[src/rtl/msic_pkg.sv]
package msic_pkg;

    typedef enum logic [2:0] {
        ST_IDLE    = 3'd0,
        ST_STEP    = 3'd1,
        ST_SHIFT   = 3'd2,
        ST_CAPTURE = 3'd3,
        ST_APPLY   = 3'd4,
        ST_DONE    = 3'd5
    } msic_state_e;

endpackage

[src/rtl/msic_seed_lfsr.sv]
module msic_seed_lfsr #(
    parameter int                NCHAIN    = 4,
    parameter logic [NCHAIN-1:0] TAP_MASK  = 4'b1100,
    parameter logic [NCHAIN-1:0] SEED_INIT = 4'b0001
) (
    input  logic              clk,
    input  logic              rst_n,
    input  logic              load,
    input  logic              adv,
    output logic [NCHAIN-1:0] seed
);

    logic [NCHAIN-1:0] seed_q;
    logic              fb;

    assign fb = ^(seed_q & TAP_MASK);

    always_ff @(posedge clk or negedge rst_n) begin
        if (!rst_n) begin
            seed_q <= SEED_INIT;
        end else if (load) begin
            seed_q <= SEED_INIT;
        end else if (adv) begin
            seed_q <= {seed_q[NCHAIN-2:0], fb};
        end
    end

    assign seed = seed_q;

    p_seed_nonzero_r6: assert property (@(posedge clk) disable iff (!rst_n)
        seed_q != '0);

    p_seed_hold_r6: assert property (@(posedge clk) disable iff (!rst_n)
        !load && !adv |=> $stable(seed_q));

endmodule

[src/rtl/msic_johnson_reg.sv]
module msic_johnson_reg #(
    parameter int CHAIN_LEN = 8
) (
    input  logic                 clk,
    input  logic                 rst_n,
    input  logic                 clr,
    input  logic                 step,
    input  logic                 rot,
    output logic [CHAIN_LEN-1:0] word
);

    logic [CHAIN_LEN-1:0] word_q;

    always_ff @(posedge clk or negedge rst_n) begin
        if (!rst_n) begin
            word_q <= '0;
        end else if (clr) begin
            word_q <= '0;
        end else if (step) begin
            word_q <= {word_q[CHAIN_LEN-2:0], ~word_q[CHAIN_LEN-1]};
        end else if (rot) begin
            word_q <= {word_q[CHAIN_LEN-2:0], word_q[CHAIN_LEN-1]};
        end
    end

    assign word = word_q;

    p_step_one_flip_r5: assert property (@(posedge clk) disable iff (!rst_n)
        step && !clr |=> $countones(word_q ^ $past(word_q)) == 1);

    p_rot_keeps_weight_r4: assert property (@(posedge clk) disable iff (!rst_n)
        rot && !step && !clr |=> $countones(word_q) == $countones($past(word_q)));

endmodule

[src/rtl/msic_seq_fsm.sv]
module msic_seq_fsm
    import msic_pkg::*;
#(
    parameter int CHAIN_LEN = 8,
    parameter int NSEEDS    = 3
) (
    input  logic clk,
    input  logic rst_n,
    input  logic start,
    input  logic per_clk,
    output logic lfsr_load,
    output logic lfsr_adv,
    output logic j_clr,
    output logic j_step,
    output logic j_rot,
    output logic scan_en,
    output logic pat_valid,
    output logic done
);

    localparam int SH_W   = (CHAIN_LEN > 1) ? $clog2(CHAIN_LEN) : 1;
    localparam int VEC_W  = $clog2(2 * CHAIN_LEN);
    localparam int SEED_W = (NSEEDS > 1) ? $clog2(NSEEDS) : 1;
    localparam logic [SH_W-1:0]   SH_LAST   = SH_W'(CHAIN_LEN - 1);
    localparam logic [VEC_W-1:0]  VEC_LAST  = VEC_W'(2 * CHAIN_LEN - 1);
    localparam logic [SEED_W-1:0] SEED_LAST = SEED_W'(NSEEDS - 1);

    msic_state_e       state_q, state_d;
    logic [SH_W-1:0]   sh_q;
    logic [VEC_W-1:0]  vec_q;
    logic [SEED_W-1:0] sd_q;
    logic              go, sh_last, vec_last, seed_last;

    assign sh_last   = (sh_q == SH_LAST);
    assign vec_last  = (vec_q == VEC_LAST);
    assign seed_last = (sd_q == SEED_LAST);
    assign go        = start && (state_q == ST_IDLE || state_q == ST_DONE);

    // transitions
    always_comb begin
        state_d = state_q;
        unique case (state_q)
            ST_IDLE, ST_DONE: if (start) state_d = per_clk ? ST_APPLY : ST_STEP;
            ST_STEP:          state_d = ST_SHIFT;
            ST_SHIFT:         if (sh_last) state_d = ST_CAPTURE;
            ST_CAPTURE:       state_d = (vec_last && seed_last) ? ST_DONE : ST_STEP;
            ST_APPLY:         if (vec_last && seed_last) state_d = ST_DONE;
            default:          state_d = ST_IDLE;
        endcase
    end

    // state register and counters
    always_ff @(posedge clk or negedge rst_n) begin
        if (!rst_n) begin
            state_q <= ST_IDLE;
            sh_q    <= '0;
            vec_q   <= '0;
            sd_q    <= '0;
        end else begin
            state_q <= state_d;
            unique case (state_q)
                ST_IDLE, ST_DONE: begin
                    if (start) begin
                        sh_q  <= '0;
                        vec_q <= '0;
                        sd_q  <= '0;
                    end
                end
                ST_STEP:  sh_q <= '0;
                ST_SHIFT: sh_q <= sh_q + 1'b1;
                ST_CAPTURE, ST_APPLY: begin
                    if (vec_last) begin
                        vec_q <= '0;
                        if (!seed_last) sd_q <= sd_q + 1'b1;
                    end else begin
                        vec_q <= vec_q + 1'b1;
                    end
                end
                default: ;
            endcase
        end
    end

    // outputs and strobes
    always_comb begin
        lfsr_load = go;
        j_clr     = go;
        lfsr_adv  = 1'b0;
        j_step    = 1'b0;
        j_rot     = 1'b0;
        scan_en   = 1'b0;
        pat_valid = 1'b0;
        done      = 1'b0;
        unique case (state_q)
            ST_IDLE:  ;
            ST_STEP:  j_step = 1'b1;
            ST_SHIFT: begin
                j_rot     = 1'b1;
                scan_en   = 1'b1;
                pat_valid = 1'b1;
            end
            ST_CAPTURE: lfsr_adv = vec_last && !seed_last;
            ST_APPLY: begin
                j_step    = 1'b1;
                pat_valid = 1'b1;
                lfsr_adv  = vec_last && !seed_last;
            end
            ST_DONE:  done = 1'b1;
            default:  ;
        endcase
    end

    p_capture_after_shift_r3: assert property (@(posedge clk) disable iff (!rst_n)
        state_q == ST_SHIFT && sh_last |=> state_q == ST_CAPTURE && !scan_en);

    p_step_before_shift_r3: assert property (@(posedge clk) disable iff (!rst_n)
        state_q == ST_SHIFT && $past(state_q) != ST_SHIFT |-> $past(state_q) == ST_STEP);

    p_done_holds_r8: assert property (@(posedge clk) disable iff (!rst_n)
        done && !start |=> done);

    p_busy_ignores_start_r2: assert property (@(posedge clk) disable iff (!rst_n)
        start && state_q != ST_IDLE && state_q != ST_DONE |-> !lfsr_load && !j_clr);

endmodule

[src/rtl/msic_pattern_gen.sv]
module msic_pattern_gen #(
    parameter int                NCHAIN    = 4,
    parameter int                CHAIN_LEN = 8,
    parameter int                NSEEDS    = 3,
    parameter logic [NCHAIN-1:0] TAP_MASK  = 4'b1100,
    parameter logic [NCHAIN-1:0] SEED_INIT = 4'b0001
) (
    input  logic              clk,
    input  logic              rst_n,
    input  logic              start,
    input  logic              per_clk,
    output logic [NCHAIN-1:0] scan_in,
    output logic              scan_en,
    output logic              pat_valid,
    output logic              done
);

    logic                 lfsr_load, lfsr_adv, j_clr, j_step, j_rot;
    logic [NCHAIN-1:0]    seed;
    logic [CHAIN_LEN-1:0] word;

    msic_seq_fsm #(.CHAIN_LEN(CHAIN_LEN), .NSEEDS(NSEEDS)) u_fsm (
        .clk       (clk),
        .rst_n     (rst_n),
        .start     (start),
        .per_clk   (per_clk),
        .lfsr_load (lfsr_load),
        .lfsr_adv  (lfsr_adv),
        .j_clr     (j_clr),
        .j_step    (j_step),
        .j_rot     (j_rot),
        .scan_en   (scan_en),
        .pat_valid (pat_valid),
        .done      (done)
    );

    msic_seed_lfsr #(.NCHAIN(NCHAIN), .TAP_MASK(TAP_MASK), .SEED_INIT(SEED_INIT)) u_seed (
        .clk   (clk),
        .rst_n (rst_n),
        .load  (lfsr_load),
        .adv   (lfsr_adv),
        .seed  (seed)
    );

    msic_johnson_reg #(.CHAIN_LEN(CHAIN_LEN)) u_jc (
        .clk   (clk),
        .rst_n (rst_n),
        .clr   (j_clr),
        .step  (j_step),
        .rot   (j_rot),
        .word  (word)
    );

    // per-chain XOR: chain i watches codeword position i mod CHAIN_LEN
    for (genvar i = 0; i < NCHAIN; i++) begin : g_chain
        assign scan_in[i] = pat_valid & (seed[i] ^ word[i % CHAIN_LEN]);
    end

    p_scan_sic_r4: assert property (@(posedge clk) disable iff (!rst_n)
        scan_en && $past(scan_en) |-> $countones(scan_in ^ $past(scan_in)) <= 2);

    p_clk_sic_r7: assert property (@(posedge clk) disable iff (!rst_n)
        pat_valid && !scan_en && $past(pat_valid && !scan_en) && $stable(seed)
        |-> $countones(scan_in ^ $past(scan_in)) <= 1);

    p_quiet_when_idle_r9: assert property (@(posedge clk) disable iff (!rst_n)
        $fell(pat_valid) |-> scan_in == '0);

endmodule

[config.mk]
export PLATFORM = sky130hd
export DESIGN_NAME = msic_pattern_gen
export DESIGN_NICKNAME = d
export VERILOG_FILES = /design/src/rtl/msic_pkg.sv /design/src/rtl/msic_seed_lfsr.sv /design/src/rtl/msic_johnson_reg.sv /design/src/rtl/msic_seq_fsm.sv /design/src/rtl/msic_pattern_gen.sv
export SDC_FILE = /design/constraint.sdc
export NUM_CORES = 1
export LEC_CHECK = 0
export ABC_AREA = 1
export CAP_MARGIN = 10
export CORE_ASPECT_RATIO = 1.5
export CORE_MARGIN = 3
export CORE_UTILIZATION = 24
export DETAILED_ROUTE_END_ITERATION = 16
export DONT_BUFFER_PORTS = 1
export PLACE_DENSITY_LB_ADDON = 0.12
export SLEW_MARGIN = 10
export SYNTH_ARGS = -nofsm -noshare
export SYNTH_HDL_FRONTEND = slang
export SYNTH_SLANG_ARGS = --single-unit
[constraint.sdc]
create_clock -name clk -period 1.6 [get_ports clk]
set_clock_uncertainty 0.15 [all_clocks]
set_input_delay 0.32 -clock clk [delete_from_list [all_inputs] [get_ports clk]]
set_output_delay 0.32 -clock clk [all_outputs]
set_load 0.005 [all_outputs]
==> run metrics, run 1 <==
status=complete, but fails checks; failing checks=setup timing; distinct cell type count after synthesis=21; number of routed nets with antenna violations=0; starting density of the core=0.255; Net count, final=206; PwrDens=1860 nW/um^2; min-delay src=start; Mean Syn Cell Area=7.83 sq um; CP Launch Type=flip-flop; WHS Endpoint=u_jc.word[6]; fin crit share=1.02; Fmax achieved=0.611 GHz; grt total ovfl=0; DRT Pass-1 Iters=5; net count after synthesis=180; top-area cell type share of the netlist area=0.428; Synth area leaders=dfrtp_1 43%, nand2_1 17%, nand3_1 9.3%; Comb pwr share=0.608; final setup violation count=6; initial antenna violation count=0; Yosys Warn Count=0; share of post-route cells with drive strength above 1=0.381; vias per inst=4.50; CTS Root Cell=clkbuf_8; dpl cells=243; critical path class=reg2out; Post-Synthesis Cells=172; Die Width=67.2 microns; Cell Area, Synth=1350 sq um; clock group share of total power=0.106; flop2flop setup slack=30 ps; Cell Rows=32; WP data required=1130 ps; Non-Filler Instances=265; total CTS buffers=3; Port Buffers=0; Buf/Inv on CP=1; CTS max path bufs=2; part of the power in registers=0.286; Tmin final=1640 ps; FF-to-FF Start=u_fsm.state_q[0]; Final Hold Fails=0; gr usage total=0.0991; Place WS=25.0 ps; diode count=0; Seq/Total Area, Yosys=0.447; commonest non-fill, non-tap cell in the layout=nand2_1; Critical Path Sink Type=output pin; drt total wl=3310 microns; Placer Congestion=0.864; first-pass GRT wire length=5110 microns; switching part of the total=0.477; max_slew headroom=0.801; DR vias=1192; die area=6560 sq um; Syn-to-layout area delta=40.1%; clock tree sinks=24; Die Ht=97.7 microns; maxcap violations=0; family with the most delay on the worst path=flip-flops; CTS H-Tree Depth=1; #FFs+latches synth=24; most frequent cells in the layout=53 x nand2_1, 20 x dfrtp_1, 19 x nand3_1; pin count of the biggest net entering global routing=25; IO Count=11; first-iteration detailed-routing DRC count=27; Hold Path Depth=3; reg2reg path depth=9; CP peak stage delay=450 ps; TritonCTS clock tree=built; worst r2r dst=u_jc.word[3]; P_sw=1.67 mW; internal power=1.83 mW; arrival time worst endpoint=1170 ps; DRC=0; crit path max-delay cell type=dfrtp_2; unrepaired setup endpoints after global routing=true; Max Slew Vio Count=0; crit-path max FO=4; worst setup margin=-37.1 ps; top cell type by total area after synthesis=dfrtp_1; crit-path cells=nor2_4 -> nand2_2 -> nand2_4 -> inv_6 -> nor2_4; Slew @ Worst Pin=296 ps; most used cell, CP=nor2_4; Core Region=5290 sq um; Leak Pwr=0.911 nW; DR WL/cell=12.5 microns; vias in the first global route=1136; Hold Crit Class=in2reg; Clock Pin Slew Worst Setup and Hold Paths=90 ps; VDD IR max=879 uV; Post-DP HPWL=2120 microns; Clk Latency, worst-skew pair=270 ps
-- how the worst max path moves through the flow --
stage / start / endpoint / slack (ps) / cells after the start
after floorplan: u_fsm.state_q[2] / scan_in[0] / 130 / 5
after detailed placement: u_fsm.state_q[2] / scan_in[2] / 20 / 6
after global placement: u_fsm.state_q[2] / scan_in[3] / 10 / 6
final: u_fsm.state_q[0] / scan_in[2] / -40 / 5
after global routing: u_fsm.state_q[0] / scan_in[2] / -90 / 5
after CTS: u_fsm.state_q[2] / scan_in[2] / -70 / 6
-- registers in the layout, indices dropped and copies added (netlist names) --
signal / count
u_seed.seed: 4
u_jc.word: 8
u_fsm.sd_q: 2
u_fsm.sh_q: 3
u_fsm.state_q: 3
u_fsm.vec_q: 4
-- cells in the mapped netlist, drive strengths merged --
library cell,n
nor2,20
dfstp,1
buf,1
nand3,26
nor3,1
o22ai,1
or2,1
o21ai,1
nand2,70
nand4,4
ha,4
dfrtp,23
a31o,1
inv,13
xnor2,5
-- layout make-up --
type                       instances  area, sq um
fill                             568         3400
multi-input combinational        135          903
sequential                        24          606
timing repair buffer              21          180
tap                               68         85.1
inverter                          13         66.3
clock buffer                       4         45.0
-- through the flow --
| step | hold WS [ps] | util | setup TNS (ps) | power [mW] | cell area, sq um |
|---|---|---|---|---|---|
| after floorplan | -126 | - | 0 | 1.99 | 1350 |
| after global placement | -125 | 0.274 | 0 | 2.29 | 1450 |
| after CTS | 158 | 0.308 | -344 | 2.94 | 1630 |
| final | 143 | 0.357 | -163 | 3.50 | 1890 |
| after detailed placement | -125 | 0.274 | 0 | 2.30 | 1450 |
| after global routing | 146 | 0.357 | -881 | 3.81 | 1890 |
-- power groups by stage --
stage	logic, mW	registers [mW]	clock network [mW]
finish	2.13	1.00	0.371
global route	2.36	1.03	0.415
CTS	1.57	0.980	0.391
detailed placement	1.31	0.993	0
global placement	1.30	0.996	0
floorplan	1.03	0.956	0
-- logic make-up (layout without fill, tap and decap cells) --
logic type | Yosys count | count (layout) | synth area share
simple gates | 122 | 123 | 0.424
xor+xnor | 5 | 5 | 0.0325
flops | 24 | 24 | 0.447
compound gates | 3 | 3 | 0.0149
fa+ha+maj | 4 | 4 | 0.0372
buf+inv | 14 | 38 | 0.0446
-- routing by layer --
metal  global-route usage  wire [microns]
met1                0.125            1390
met5                    0               0
met3               0.0207             123
met4               0.0375              66
met2                0.162            1730
-- worst register-to-register path, cell delays in order (launching register included) --
cell	delay, ps
dfrtp_2	450
buf_4	150
buf_6	130
nand2_8	80
nand2_2	70
nand2_2	80
nand2_4	110
nor2_8	170
nand2_1	70
nand2_1	60
-- repair_timing --
item / in CTS / in global routing
endpoints found under the setup margin: 6 / 27
setup buffers: 7 / 10
cloned: 0 / 1
hold buffers: 2 / 0
hold endpoints to repair: 24 / 0
pin swaps: 6 / 15
resized for setup: 19 / 43
Note: power is estimated with default switching activity, not from simulation.
==> run 2: changes to the inputs <==
==> constraint.sdc (replaced) <==
create_clock -name clk -period 1.6 [get_ports clk]
set_clock_uncertainty 0.15 [all_clocks]
set_input_delay 0.16 -clock clk [delete_from_list [all_inputs] [get_ports clk]]
set_output_delay 0.16 -clock clk [all_outputs]
set_load 0.005 [all_outputs]
==> run metrics, run 2 (same netlist as run 1, synthesis figures left out) <==
initial antenna violation count=0; commonest non-fill, non-tap cell in the layout=nand2_1; clock group share of total power=0.146; met1 GRT Util=0.129; dpl cells=240; Port Buffers=0; Post-DP HPWL=2100 microns; max_slew headroom=0.806; GRT Max-Usage Layer=met2; Largest register FFs=8; Setup crit end=scan_in[2]; Comb pwr share=0.506; crit-path cells=inv_4 -> nor2_4 -> nand2_4 -> nand2_4 -> inv_6 -> nor2_4; arrival time worst endpoint=1230 ps; Core Region=5290 sq um; drt total wl=2910 microns; maxcap violations=0; DR vias=1107; Tmin final=1540 ps; vias per inst=4.39; clock tree sinks=24; diode count=0; Non-Filler Instances=252; DRC=0; crit-path max FO=5; DRT Pass-1 Iters=4; final setup violation count=0; Die Ht=97.7 microns; worst r2r dst=u_seed.seed[0]; status=finished clean; reg2reg path depth=9; met3 usage=0.0219; CP peak stage delay=440 ps; CTS Root Cell=clkbuf_8; grt total ovfl=0; Die Width=67.2 microns; Final Hold Fails=0; first-pass GRT wire length=5220 microns; worst setup margin=58.5 ps; flop2flop setup slack=110 ps; VDD IR max=641 uV; first-iteration detailed-routing DRC count=25; most frequent cells in the layout=60 x nand2_1, 24 x nand3_1, 20 x dfrtp_1; critical path class=reg2out; Critical Path Sink Type=output pin; die area=6560 sq um; Worst Setup SP=u_fsm.state_q[2]; Clock Pin Slew Worst Setup and Hold Paths=90 ps; PwrDens=1780 nW/um^2; internal power=1.56 mW; Net count, final=193; FF-to-FF Start=u_fsm.state_q[2]; TritonCTS clock tree=built; pin count of the biggest net entering global routing=25; Leak Pwr=0.845 nW; Clk Latency, worst-skew pair=270 ps; WP data required=1290 ps; Slew @ Worst Pin=290 ps; IO Count=11; fin crit share=0.963; gr usage total=0.100; met2 global-route usage=0.164; setup TNS=0 ps; CTS max path bufs=2; DR WL/cell=11.6 microns; Place WS=40.3 ps; CP Launch Type=flip-flop; Max Slew Vio Count=0; crit path max-delay cell type=dfrtp_2; Placer Congestion=0.833; vias in the first global route=1144; Cell Rows=32; part of the power in registers=0.348; number of routed nets with antenna violations=0; starting density of the core=0.255; P_sw=1.37 mW; Fmax achieved=0.649 GHz; switching part of the total=0.468; total CTS buffers=3; Overall Power=2.93 mW; Hold Crit Class=in2reg; CTS H-Tree Depth=1; share of post-route cells with drive strength above 1=0.239; unrepaired setup endpoints after global routing=true; Syn-to-layout area delta=22.1%
[run 2: how the worst min path moves through the flow]
stage          start               end  slack (ps)  cells past startpoint
2_1_floorplan  rst_n     u_fsm.sd_q[0]        -290                      0
3_3_place_gp   rst_n     u_fsm.sh_q[2]        -280                      0
3_5_place_dp   rst_n  u_fsm.state_q[1]        -280                      0
4_1_cts        start    u_seed.seed[0]          50                      4
5_1_grt        start    u_seed.seed[1]          90                      3
6_report       start    u_seed.seed[0]          50                      4
[run 2: power groups by stage]
stage / registers, mW / clock network (mW) / logic [mW]
2_1_floorplan: 0.956 / 0 / 1.03
3_3_place_gp: 1.00 / 0 / 1.23
3_5_place_dp: 1.01 / 0 / 1.23
4_1_cts: 1.02 / 0.454 / 1.35
5_1_grt: 1.05 / 0.471 / 1.71
6_report: 1.02 / 0.428 / 1.48
[run 2: layout make-up]
| class | instances | area (sq um) |
|---|---|---|
| fillers | 588 | 3640 |
| multi-input cells | 134 | 754 |
| flip-flops and latches | 24 | 606 |
| repair buffers | 9 | 85.1 |
| well taps | 68 | 85.1 |
| inverters | 13 | 58.8 |
| clock buffers | 4 | 55.1 |
[run 2: what timing repair did]
action / in CTS / in global routing
hold buffers: 3 / 0
resized for setup: 15 / 11
pin swaps: 0 / 3
hold endpoints to repair: 26 / 0
setup buffers: 1 / 4
setup endpoints to repair: 6 / 14
[run 2: worst max-delay path: cells and delay by family (launching register included)]
kind / cells / cell delay [ps]
flops: 1 / 440
simple gates: 4 / 390
buf+inv: 2 / 130
[run 2: through the flow]
stage | area [sq um] | hold WS, ps | util
floorplan | 1350 | -286 | -
global placement | 1430 | -285 | 0.270
detailed placement | 1430 | -284 | 0.270
CTS | 1570 | 49.1 | 0.297
global route | 1640 | 91.4 | 0.311
finish | 1640 | 52.4 | 0.311
[run 2: metal layers]
| layer | wire [microns] | vias up |
|---|---|---|
| met5 | 0 | - |
| met4 | 29 | 0 |
| met3 | 89 | 2 |
| met2 | 1460 | 10 |
| met1 | 1330 | 520 |
| li1 | - | 575 |
